===== config.mk =====
export PLATFORM = sky130hd
export DESIGN_NAME = misc_alias_reg
export DESIGN_NICKNAME = d
export VERILOG_FILES = /design/src/rtl/misc_alias_pkg.sv /design/src/rtl/misc_alias_swap.sv /design/src/rtl/misc_alias_decode.sv /design/src/rtl/misc_alias_store.sv /design/src/rtl/misc_alias_resp.sv /design/src/rtl/misc_alias_reg.sv
export SDC_FILE = /design/constraint.sdc
export NUM_CORES = 1
export LEC_CHECK = 0
export ABC_AREA = 1
export BUFFER_PORTS_ARGS = -buffer_cell sky130_fd_sc_hd__buf_4
export CORE_MARGIN = 10
export CORE_UTILIZATION = 39
export DETAILED_ROUTE_END_ITERATION = 16
export GPL_TIMING_DRIVEN = 0
export PLACE_DENSITY = 0.81
export SLEW_MARGIN = 30
export SYNTH_ARGS = -nofsm -noshare
export SYNTH_HDL_FRONTEND = slang
export SYNTH_SLANG_ARGS = --single-unit

===== constraint.sdc =====
create_clock -name clk -period 1.9 [get_ports clk]
set_clock_uncertainty 0.15 [all_clocks]
set_input_delay 0.19 -clock clk [delete_from_list [all_inputs] [get_ports clk]]
set_output_delay 0.19 -clock clk [all_outputs]
set_load 0.02 [all_outputs]

===== src/rtl/misc_alias_pkg.sv =====
package misc_alias_pkg;

  typedef enum logic [2:0] {
    OP_NONE  = 3'd0,
    OP_READ  = 3'd1,
    OP_SET   = 3'd2,
    OP_AND   = 3'd3,
    OP_OR    = 3'd4,
    OP_CLEAR = 3'd5
  } op_e;

  // Base doubleword offset of the register for each address map.
  function automatic int map_base(input int variant);
    return (variant == 0) ? 32'h4020 : 32'h6080;
  endfunction

endpackage


===== src/rtl/misc_alias_swap.sv =====
module misc_alias_swap #(
  parameter int DATA_W     = 64,
  parameter bit BIG_ENDIAN = 1'b1
) (
  input  logic [DATA_W-1:0] din,
  output logic [DATA_W-1:0] dout
);
  localparam int LANES = DATA_W / 8;

  generate
    if (BIG_ENDIAN) begin : g_swap
      for (genvar i = 0; i < LANES; i++) begin : g_lane
        assign dout[8*i +: 8] = din[8*(LANES-1-i) +: 8];
      end
    end else begin : g_pass
      assign dout = din;
    end
  endgenerate
endmodule


===== src/rtl/misc_alias_decode.sv =====
module misc_alias_decode
  import misc_alias_pkg::*;
#(
  parameter int ADDR_W  = 20,
  parameter int DATA_W  = 64,
  parameter int VARIANT = 0
) (
  input  logic                  acc_i,
  input  logic                  write_i,
  input  logic [ADDR_W-1:0]     addr_i,
  input  logic [DATA_W/8-1:0]   be_i,
  output op_e                   op_o,
  output logic                  err_o
);
  localparam int OFF_W = ADDR_W - 3;
  localparam logic [OFF_W-1:0] OFF_MAIN = OFF_W'(map_base(VARIANT));
  localparam logic [OFF_W-1:0] OFF_AL1  = OFF_W'(map_base(VARIANT) + 1);
  localparam logic [OFF_W-1:0] OFF_AL2  = OFF_W'(map_base(VARIANT) + 2);

  logic [OFF_W-1:0] off;
  logic             well_formed;
  op_e              alias1_op;
  op_e              raw_op;

  assign off         = addr_i[ADDR_W-1:3];
  assign well_formed = (addr_i[2:0] == 3'b000) && (&be_i);

  generate
    if (VARIANT == 0) begin : g_map_and
      assign alias1_op = OP_AND;
    end else begin : g_map_clear
      assign alias1_op = OP_CLEAR;
    end
  endgenerate

  always_comb begin
    raw_op = OP_NONE;
    if (write_i) begin
      if (off == OFF_MAIN)      raw_op = OP_SET;
      else if (off == OFF_AL1)  raw_op = alias1_op;
      else if (off == OFF_AL2)  raw_op = OP_OR;
    end else if (off == OFF_MAIN) begin
      raw_op = OP_READ;
    end
  end

  always_comb begin
    err_o = acc_i && (!well_formed || raw_op == OP_NONE);
    op_o  = (acc_i && !err_o) ? raw_op : OP_NONE;
  end
endmodule


===== src/rtl/misc_alias_store.sv =====
module misc_alias_store
  import misc_alias_pkg::*;
#(
  parameter int KEEP_W = 16
) (
  input  logic              clk,
  input  logic              rst_n,
  input  op_e               op_i,
  input  logic [KEEP_W-1:0] wbits_i,
  output logic [KEEP_W-1:0] keep_q,
  output logic              irq_o
);
  logic [KEEP_W-1:0] keep_d;

  always_comb begin
    case (op_i)
      OP_SET:   keep_d = wbits_i;
      OP_AND:   keep_d = keep_q & wbits_i;
      OP_OR:    keep_d = keep_q | wbits_i;
      OP_CLEAR: keep_d = '0;
      default:  keep_d = keep_q;
    endcase
  end

  always_ff @(posedge clk) begin
    if (!rst_n) keep_q <= '0;
    else        keep_q <= keep_d;
  end

  assign irq_o = keep_q[KEEP_W-1];

  // the AND alias combines the old value with the write data
  p_and_merge_r4: assert property (@(posedge clk) disable iff (!rst_n)
    op_i == OP_AND |=> keep_q == ($past(keep_q) & $past(wbits_i)));

  // the OR alias combines the old value with the write data
  p_or_merge_r5: assert property (@(posedge clk) disable iff (!rst_n)
    op_i == OP_OR |=> keep_q == ($past(keep_q) | $past(wbits_i)));

  // the clear alias empties the register and drops the interrupt
  p_clear_all_r6: assert property (@(posedge clk) disable iff (!rst_n)
    op_i == OP_CLEAR |=> (keep_q == '0) && !irq_o);

  // a direct write with the top bit set raises the interrupt on the next edge
  p_irq_follows_r7: assert property (@(posedge clk) disable iff (!rst_n)
    (op_i == OP_SET && wbits_i[KEEP_W-1]) |=> irq_o);
endmodule


===== src/rtl/misc_alias_resp.sv =====
module misc_alias_resp #(
  parameter int DATA_W = 64,
  parameter int KEEP_W = 16
) (
  input  logic              clk,
  input  logic              rst_n,
  input  logic              acc_i,
  input  logic [DATA_W-1:0] rdata_i,
  input  logic              err_i,
  input  logic              rsp_ready,
  output logic              req_ready,
  output logic              rsp_valid,
  output logic [DATA_W-1:0] rdata_q,
  output logic              err_q
);
  assign req_ready = !rsp_valid || rsp_ready;

  always_ff @(posedge clk) begin
    if (!rst_n) begin
      rsp_valid <= 1'b0;
      rdata_q   <= '0;
      err_q     <= 1'b0;
    end else begin
      if (acc_i) begin
        rsp_valid <= 1'b1;
        rdata_q   <= rdata_i;
        err_q     <= err_i;
      end else if (rsp_ready) begin
        rsp_valid <= 1'b0;
      end
    end
  end

  // a stalled response keeps its payload
  p_rsp_hold_r11: assert property (@(posedge clk) disable iff (!rst_n)
    (rsp_valid && !rsp_ready) |=> rsp_valid && $stable(rdata_q) && $stable(err_q));

  // the non-stored bits never leave the block as anything but zero
  p_low_zero_r2: assert property (@(posedge clk) disable iff (!rst_n)
    rsp_valid |-> rdata_q[DATA_W-KEEP_W-1:0] == '0);
endmodule


===== src/rtl/misc_alias_reg.sv =====
module misc_alias_reg
  import misc_alias_pkg::*;
#(
  parameter int ADDR_W     = 20,
  parameter int DATA_W     = 64,
  parameter int KEEP_W     = 16,
  parameter int VARIANT    = 0,
  parameter bit BIG_ENDIAN = 1'b1
) (
  input  logic                clk,
  input  logic                rst_n,
  input  logic                req_valid,
  output logic                req_ready,
  input  logic                req_write,
  input  logic [ADDR_W-1:0]   req_addr,
  input  logic [DATA_W/8-1:0] req_be,
  input  logic [DATA_W-1:0]   req_wdata,
  output logic                rsp_valid,
  input  logic                rsp_ready,
  output logic [DATA_W-1:0]   rsp_rdata,
  output logic                rsp_err,
  output logic                irq_o
);
  localparam int LOW_W = DATA_W - KEEP_W;

  logic              accept;
  op_e               op;
  logic              err;
  logic [DATA_W-1:0] wdata_reg;
  logic [KEEP_W-1:0] keep_q;
  logic [DATA_W-1:0] rd_reg;
  logic [DATA_W-1:0] rd_q;

  assign accept = req_valid && req_ready;

  misc_alias_swap #(.DATA_W(DATA_W), .BIG_ENDIAN(BIG_ENDIAN)) u_swap_in (
    .din  (req_wdata),
    .dout (wdata_reg)
  );

  misc_alias_decode #(.ADDR_W(ADDR_W), .DATA_W(DATA_W), .VARIANT(VARIANT)) u_decode (
    .acc_i   (accept),
    .write_i (req_write),
    .addr_i  (req_addr),
    .be_i    (req_be),
    .op_o    (op),
    .err_o   (err)
  );

  misc_alias_store #(.KEEP_W(KEEP_W)) u_store (
    .clk     (clk),
    .rst_n   (rst_n),
    .op_i    (op),
    .wbits_i (wdata_reg[DATA_W-1:LOW_W]),
    .keep_q  (keep_q),
    .irq_o   (irq_o)
  );

  assign rd_reg = (op == OP_READ) ? {keep_q, {LOW_W{1'b0}}} : '0;

  misc_alias_resp #(.DATA_W(DATA_W), .KEEP_W(KEEP_W)) u_resp (
    .clk       (clk),
    .rst_n     (rst_n),
    .acc_i     (accept),
    .rdata_i   (rd_reg),
    .err_i     (err),
    .rsp_ready (rsp_ready),
    .req_ready (req_ready),
    .rsp_valid (rsp_valid),
    .rdata_q   (rd_q),
    .err_q     (rsp_err)
  );

  misc_alias_swap #(.DATA_W(DATA_W), .BIG_ENDIAN(BIG_ENDIAN)) u_swap_out (
    .din  (rd_q),
    .dout (rsp_rdata)
  );

  // a rejected access leaves the register untouched
  p_reject_noeffect_r8: assert property (@(posedge clk) disable iff (!rst_n)
    (accept && err) |=> $stable(keep_q));

  // partial byte enables produce an error response
  p_partial_be_r9: assert property (@(posedge clk) disable iff (!rst_n)
    (accept && !(&req_be)) |=> rsp_valid && rsp_err);
endmodule


# Yosys cells after proc, flatten, opt, wreduce, memory -nomap -nowiden
# Cells that the tools add are included.
[totals] regBits=82 in_bits=97 out_inout_bits=68 elab_cells=38
[op_classes] n_eq_ne=8 muxes=10 bitwise_logic=2 n_reduce_logical=14
[ops] op="$mux 64" n=1
[ops] op="$pmux 16 s4" n=1
[ops] op="$eq 17x15->1 const B" n=3
[ops] op="$and 16x16->16" n=1
[ops] op="$or 16x16->16" n=1
[ops] op="$mux 3" n=5
[ops] op="$reduce_and 8->1" n=1
[ops] op="$eq 3x2->1 const B" n=2
[ops] op="$eq 3x3->1 const B" n=2
[ops] op="$logic_not 3->1" n=2
[ops] op="$logic_and 1x1->1" n=4
[ops] op="$reduce_bool 4->1" n=1
[ops] op="$eq 3x1->1 const B" n=1
[ops] op="$logic_not 1->1" n=3
[ops] op="$mux 1" n=3
[ops] op="$logic_or 1x1->1" n=2
[ops] op="$reduce_bool 2->1" n=1

# Logic depth before layout (Yosys ltp)
[logic_depth] ltp_word=13 ltp_mapped=12 depth_no_buf=11

# Hierarchy
# Synthesis repeated with hierarchy kept, for this count alone.
[unflattened] cells_unflattened=700 hier_area_um2=4800.9
[modules_own_cells] mod="misc_alias_resp" n_inst=1 cells_each=287 area_per_inst_um2=2318.5
[modules_own_cells] mod="misc_alias_store" n_inst=1 cells_each=211 area_per_inst_um2=1154.9
[modules_own_cells] mod="misc_alias_swap" n_inst=2 cells_each=64 area_per_inst_um2=480.5
[modules_own_cells] mod="misc_alias_reg" n_inst=1 cells_each=39 area_per_inst_um2=192.7
[modules_own_cells] mod="misc_alias_decode" n_inst=1 cells_each=35 area_per_inst_um2=173.9

# Worst setup path after synthesis
# OpenSTA, ideal clock, no wires.
[synth_path] kind="flip-flop to flip-flop" startpoint="register u_resp.rsp_valid" endpoint="register u_store.keep_q[15]" t_arrival_ns=1.530 slack_ns=0.106 path_stages_with_launch=11 path_buffers=1 synth_period_minus_slack_ns=1.794 cell_sequence="dfxtp_1 -> nand2_2 -> nand2_4 -> nor2_2 -> nor3b_4 -> nand3_2 -> buf_2 -> nand2_1 -> nand2_1 -> nand2_1 -> nor2_1"
[synth_via] elab_chain_cells=9
[synth_lines] item="from (decl)" line="misc_alias_resp.sv:12" text="output logic rsp_valid,"
[synth_lines] item="from (signal assigned)" line="misc_alias_resp.sv:20" text="rsp_valid <= 1'b0;"
[synth_lines] item="from (signal assigned)" line="misc_alias_resp.sv:25" text="rsp_valid <= 1'b1;"
[synth_lines] item="from (signal assigned)" line="misc_alias_resp.sv:29" text="rsp_valid <= 1'b0;"
[synth_lines] item="$logic_not 1->1 (*)" line="misc_alias_resp.sv:16" text="assign req_ready = !rsp_valid || rsp_ready;"
[synth_lines] item="$logic_or 1x1->1 (*)" line="misc_alias_resp.sv:16"
[synth_lines] item="net req_ready" line="misc_alias_reg.sv:13" text="output logic req_ready,"
[synth_lines] item="$logic_and 1x1->1 (*)" line="misc_alias_reg.sv:34" text="assign accept = req_valid && req_ready;"
[synth_lines] item="$logic_and 1x1->1" line="misc_alias_decode.sv:48" text="err_o = acc_i && (!well_formed || raw_op == OP_NONE);"
[synth_lines] item="$logic_not 1->1" line="misc_alias_decode.sv:49" text="op_o = (acc_i && !err_o) ? raw_op : OP_NONE;"
[synth_lines] item="$logic_and 1x1->1 (*)" line="misc_alias_decode.sv:49"
[synth_lines] item="$mux 3 (*)" line="misc_alias_decode.sv:49"
[synth_lines] item="$eq 3x3->1 / $eq 3x2->1 (equally long branches)" line="misc_alias_store.sv:16" text="case (op_i)"
[synth_lines] item="$pmux 16 s4 / $reduce_bool 4->1 (equally long branches)"
[synth_lines] item="to (signal assigned)" line="misc_alias_store.sv:27" text="else keep_q <= keep_d;"
[synth_lines] item="to (decl)" line="misc_alias_store.sv:10" text="output logic [KEEP_W-1:0] keep_q,"
# Mark *: on every way through the listed nets, which the timed path passes. The rest lies on a longest branch.
# A chain may end at the register's enable or synchronous reset.

# Worst setup path after layout
[layout_path] startpoint="register u_resp.rsp_valid" endpoint="register u_store.keep_q[5]"
[layout_via] elab_chain_cells=9
[layout_lines] item="$logic_not 1->1 (*)" line="misc_alias_resp.sv:16"
[layout_lines] item="$logic_or 1x1->1 (*)" line="misc_alias_resp.sv:16"
[layout_lines] item="$logic_and 1x1->1 (*)" line="misc_alias_reg.sv:34"
[layout_lines] item="$logic_and 1x1->1" line="misc_alias_decode.sv:48"
[layout_lines] item="$logic_not 1->1" line="misc_alias_decode.sv:49"
[layout_lines] item="$logic_and 1x1->1 (*)" line="misc_alias_decode.sv:49"
[layout_lines] item="$mux 3 (*)" line="misc_alias_decode.sv:49"
[layout_lines] item="$eq 3x3->1 / $eq 3x2->1 (equally long branches)" line="misc_alias_store.sv:16"
[layout_lines] item="$pmux 16 s4 / $reduce_bool 4->1 (equally long branches)"
# Every way passes the cells marked *; elsewhere a longest branch is shown, timed or not.

==> results_dict.tcl <==
set metrics [dict create \
    start_util_pct 40.8 \
    clock-root-buffer "clkbuf_8" \
    ant_nets 0 \
    grt_pass1_vias 1908 \
    io_pins 165 \
    final_common_cell "buf_4" \
    dp_cells 468 \
    ff2ff_setup_slack_ps 120 \
    place.gp.congestion 0.787 \
    yosys_warnings 0 \
    hold_viol 0 \
    crit_start "u_resp.rsp_valid$_SDFFE_PN0P_" \
    ys_ff_latch 34 \
    cp.required_ps 1960 \
    min-delay-start "req_wdata[1]" \
    synth_cell_types 24 \
    cts_tree "yes" \
    placed_area_um2 2730 \
    path_max_fanout 10 \
    p_per_area_nw_per_um2 595 \
    fin_cells 480 \
    htree_levels 2 \
    num_rows 25 \
    cap_violations 0 \
    die_y_um 91.0 \
    critPathArrivalTime_ps 1840 \
    final_cell_mix "123 x buf_4, 71 x nand2_1, 48 x conb_1" \
    top_usage_layer "met2" \
    vias 2033 \
    cts.sink_count 34 \
    final_util_pct 60.0 \
    die_w_um 91.0 \
    avgRoutedWirePerCell_um 11.6 \
    gr-usage-all-layers_pct 12.5 \
    drive_above_1_share_pct 34.4 \
    report.final.setup_viol 0 \
    gr-total-overflow 0 \
    drc 0 \
    coreArea_um2 4820 \
    n_antenna_cell 0 \
    totalWireLength_mm 5.58 \
    status "finished, final reports clean" \
    portBuffers 67 \
    slew_violations 0 \
    viasPerCell 4.24 \
    clk_pin_slew_worst_paths_ps 70 \
    clock_path_buffers 2 \
    slew_headroom_pct 64.5 \
    clkLatencyLatePin_ps 280 \
    syn_to_final_growth_pct 47.2 \
    grt_pass1_wl_mm 8.69 \
    cts_buffers 5 \
    path_class "register to register" \
    use_met1_pct 13.1 \
    syn_avg_cell_area_um2 6.84 \
    p_leak_nw 1.52 \
    synth_cells 287 \
    drt-pass1-iter-count 4 \
    seq_area_frac_synth_pct 34.6 \
    ys_top_cells_by_area "dfxtp_1 35%, buf_4 19%, nand2_1 14%" \
    die_area_um2 8280 \
    period_minus_slack_ps 1780 \
    met2_usage_pct 22.1 \
    yosys.area.top_type "dfxtp_1" \
    final_nets 510 \
    grt_max_degree 11 \
    timing.fmax_ghz 0.562 \
    synth_top_area_share_pct 34.6 \
    syn_area_um2 1960 \
    period_share_pct 93.7 \
    max-vdd-ir-drop_v 0.000423 \
    hp-class "input port to register" \
    drtIter0Drc 90 \
    worst_slew_pin_slew_ps 533 \
    dp_hpwl_mm 4.50 \
    grt_antenna_before_repair 0 \
    r2r_start "u_resp.rsp_valid$_SDFFE_PN0P_" \
    grtUsageMet3_pct 4.53 \
    cp-start-kind "register" \
    fin_area_um2 2890 \
    end_kind "register" \
]
[routing by layer]
| metal | routed length, um | share of wire [%] | vias to the layer above |
|---|---|---|---|
| met1 | 2160 | 39 | 883 |
| met4 | 116 | 2.1 | 0 |
| li1 | - | - | 1049 |
| met3 | 485 | 8.7 | 12 |
| met2 | 2820 | 50 | 89 |
| met5 | 0 | 0 | - |
[report_power, final]
group          switching, mW  leakage [nW]  internal, mW  total (mW)
clock                  0.249        0.0573         0.419       0.669
sequential           0.00184         0.274         0.716       0.718
combinational          0.175          1.18         0.160       0.335
total                  0.426          1.52          1.29        1.72
[flip-flops by register name, indices dropped and copies added, names as in the netlist]
| register | cells |
|---|---|
| u_resp.err_q | 1 |
| u_resp.rdata_q | 16 |
| u_resp.rsp_valid | 1 |
| u_store.keep_q | 16 |
[final cells by class]
class / instances / area [um2]
tap: 67 / 83.8
buffer: 57 / 410
timing repair buffer: 73 / 548
clock buffer: 6 / 82.6
inverter: 27 / 101
multi-input combinational: 215 / 955
fill: 474 / 1930
sequential: 34 / 681
clock inverter: 1 / 30.0
[worst max-delay path, stage by stage, from the launching register on]
cell and delay (ps):
dfxtp_1 320, nand2_2 110, nand2_4 80, nor2_2 80, nor3b_4 290, nand3_4 190, nand2_4 140, buf_6 150
a21oi_1 70, nor2_1 120
[final timing paths]
path | cells past startpoint | to
setup / recovery | 9 | u_store.keep_q[5]$_SDFFE_PN0P_
setup reg to reg | 9 | u_store.keep_q[5]$_SDFFE_PN0P_
hold reg to reg | 2 | u_resp.rdata_q[56]$_SDFFE_PN0P_
hold / removal | 5 | u_store.keep_q[9]$_SDFFE_PN0P_
[Yosys cell counts]
master / n
a21oi_1: 35
and2_1: 1
buf_1: 2
buf_2: 2
buf_4: 49
buf_6: 2
clkbuf_1: 3
clkinv_1: 2
conb_1: 1
dfxtp_1: 34
inv_1: 25
nand2_1: 71
nand2_2: 1
nand2_4: 2
nand3_1: 19
nand3_2: 1
nand3b_1: 2
nand4_1: 1
nor2_1: 27
nor2_2: 3
nor3_1: 1
nor3b_4: 1
o211ai_1: 1
o21ai_0: 1
[per-stage QoR]
step | TNS [ps] | setup WS (ps) | power (mW) | hold slack, ps
global route | -6.97 | -6.97 | 1.79 | 72.6
CTS | 0 | 19.8 | 1.71 | 62.0
floorplan | 0 | 106 | 0.957 | 238
finish | 0 | 119 | 1.72 | 66.5
global placement | 0 | 90.4 | 1.05 | 306
detailed placement | 0 | 50.4 | 1.05 | 309
[what timing repair did]
item,in CTS,in global routing
endpoints found under the setup margin,0,11
setup buffers,0,6
hold buffers,0,0
gates resized for setup,0,5
[cells by family after synthesis]
logic type / Yosys count / synth area share (%)
buffers and inverters: 85 / 26.5
other: 1 / 0.191
flip-flops: 34 / 34.6
AND/OR/NAND/NOR: 130 / 29.1
AO/OA/AOI/OAI: 37 / 9.55
No activity file was read; power rests on OpenSTA's default activity.
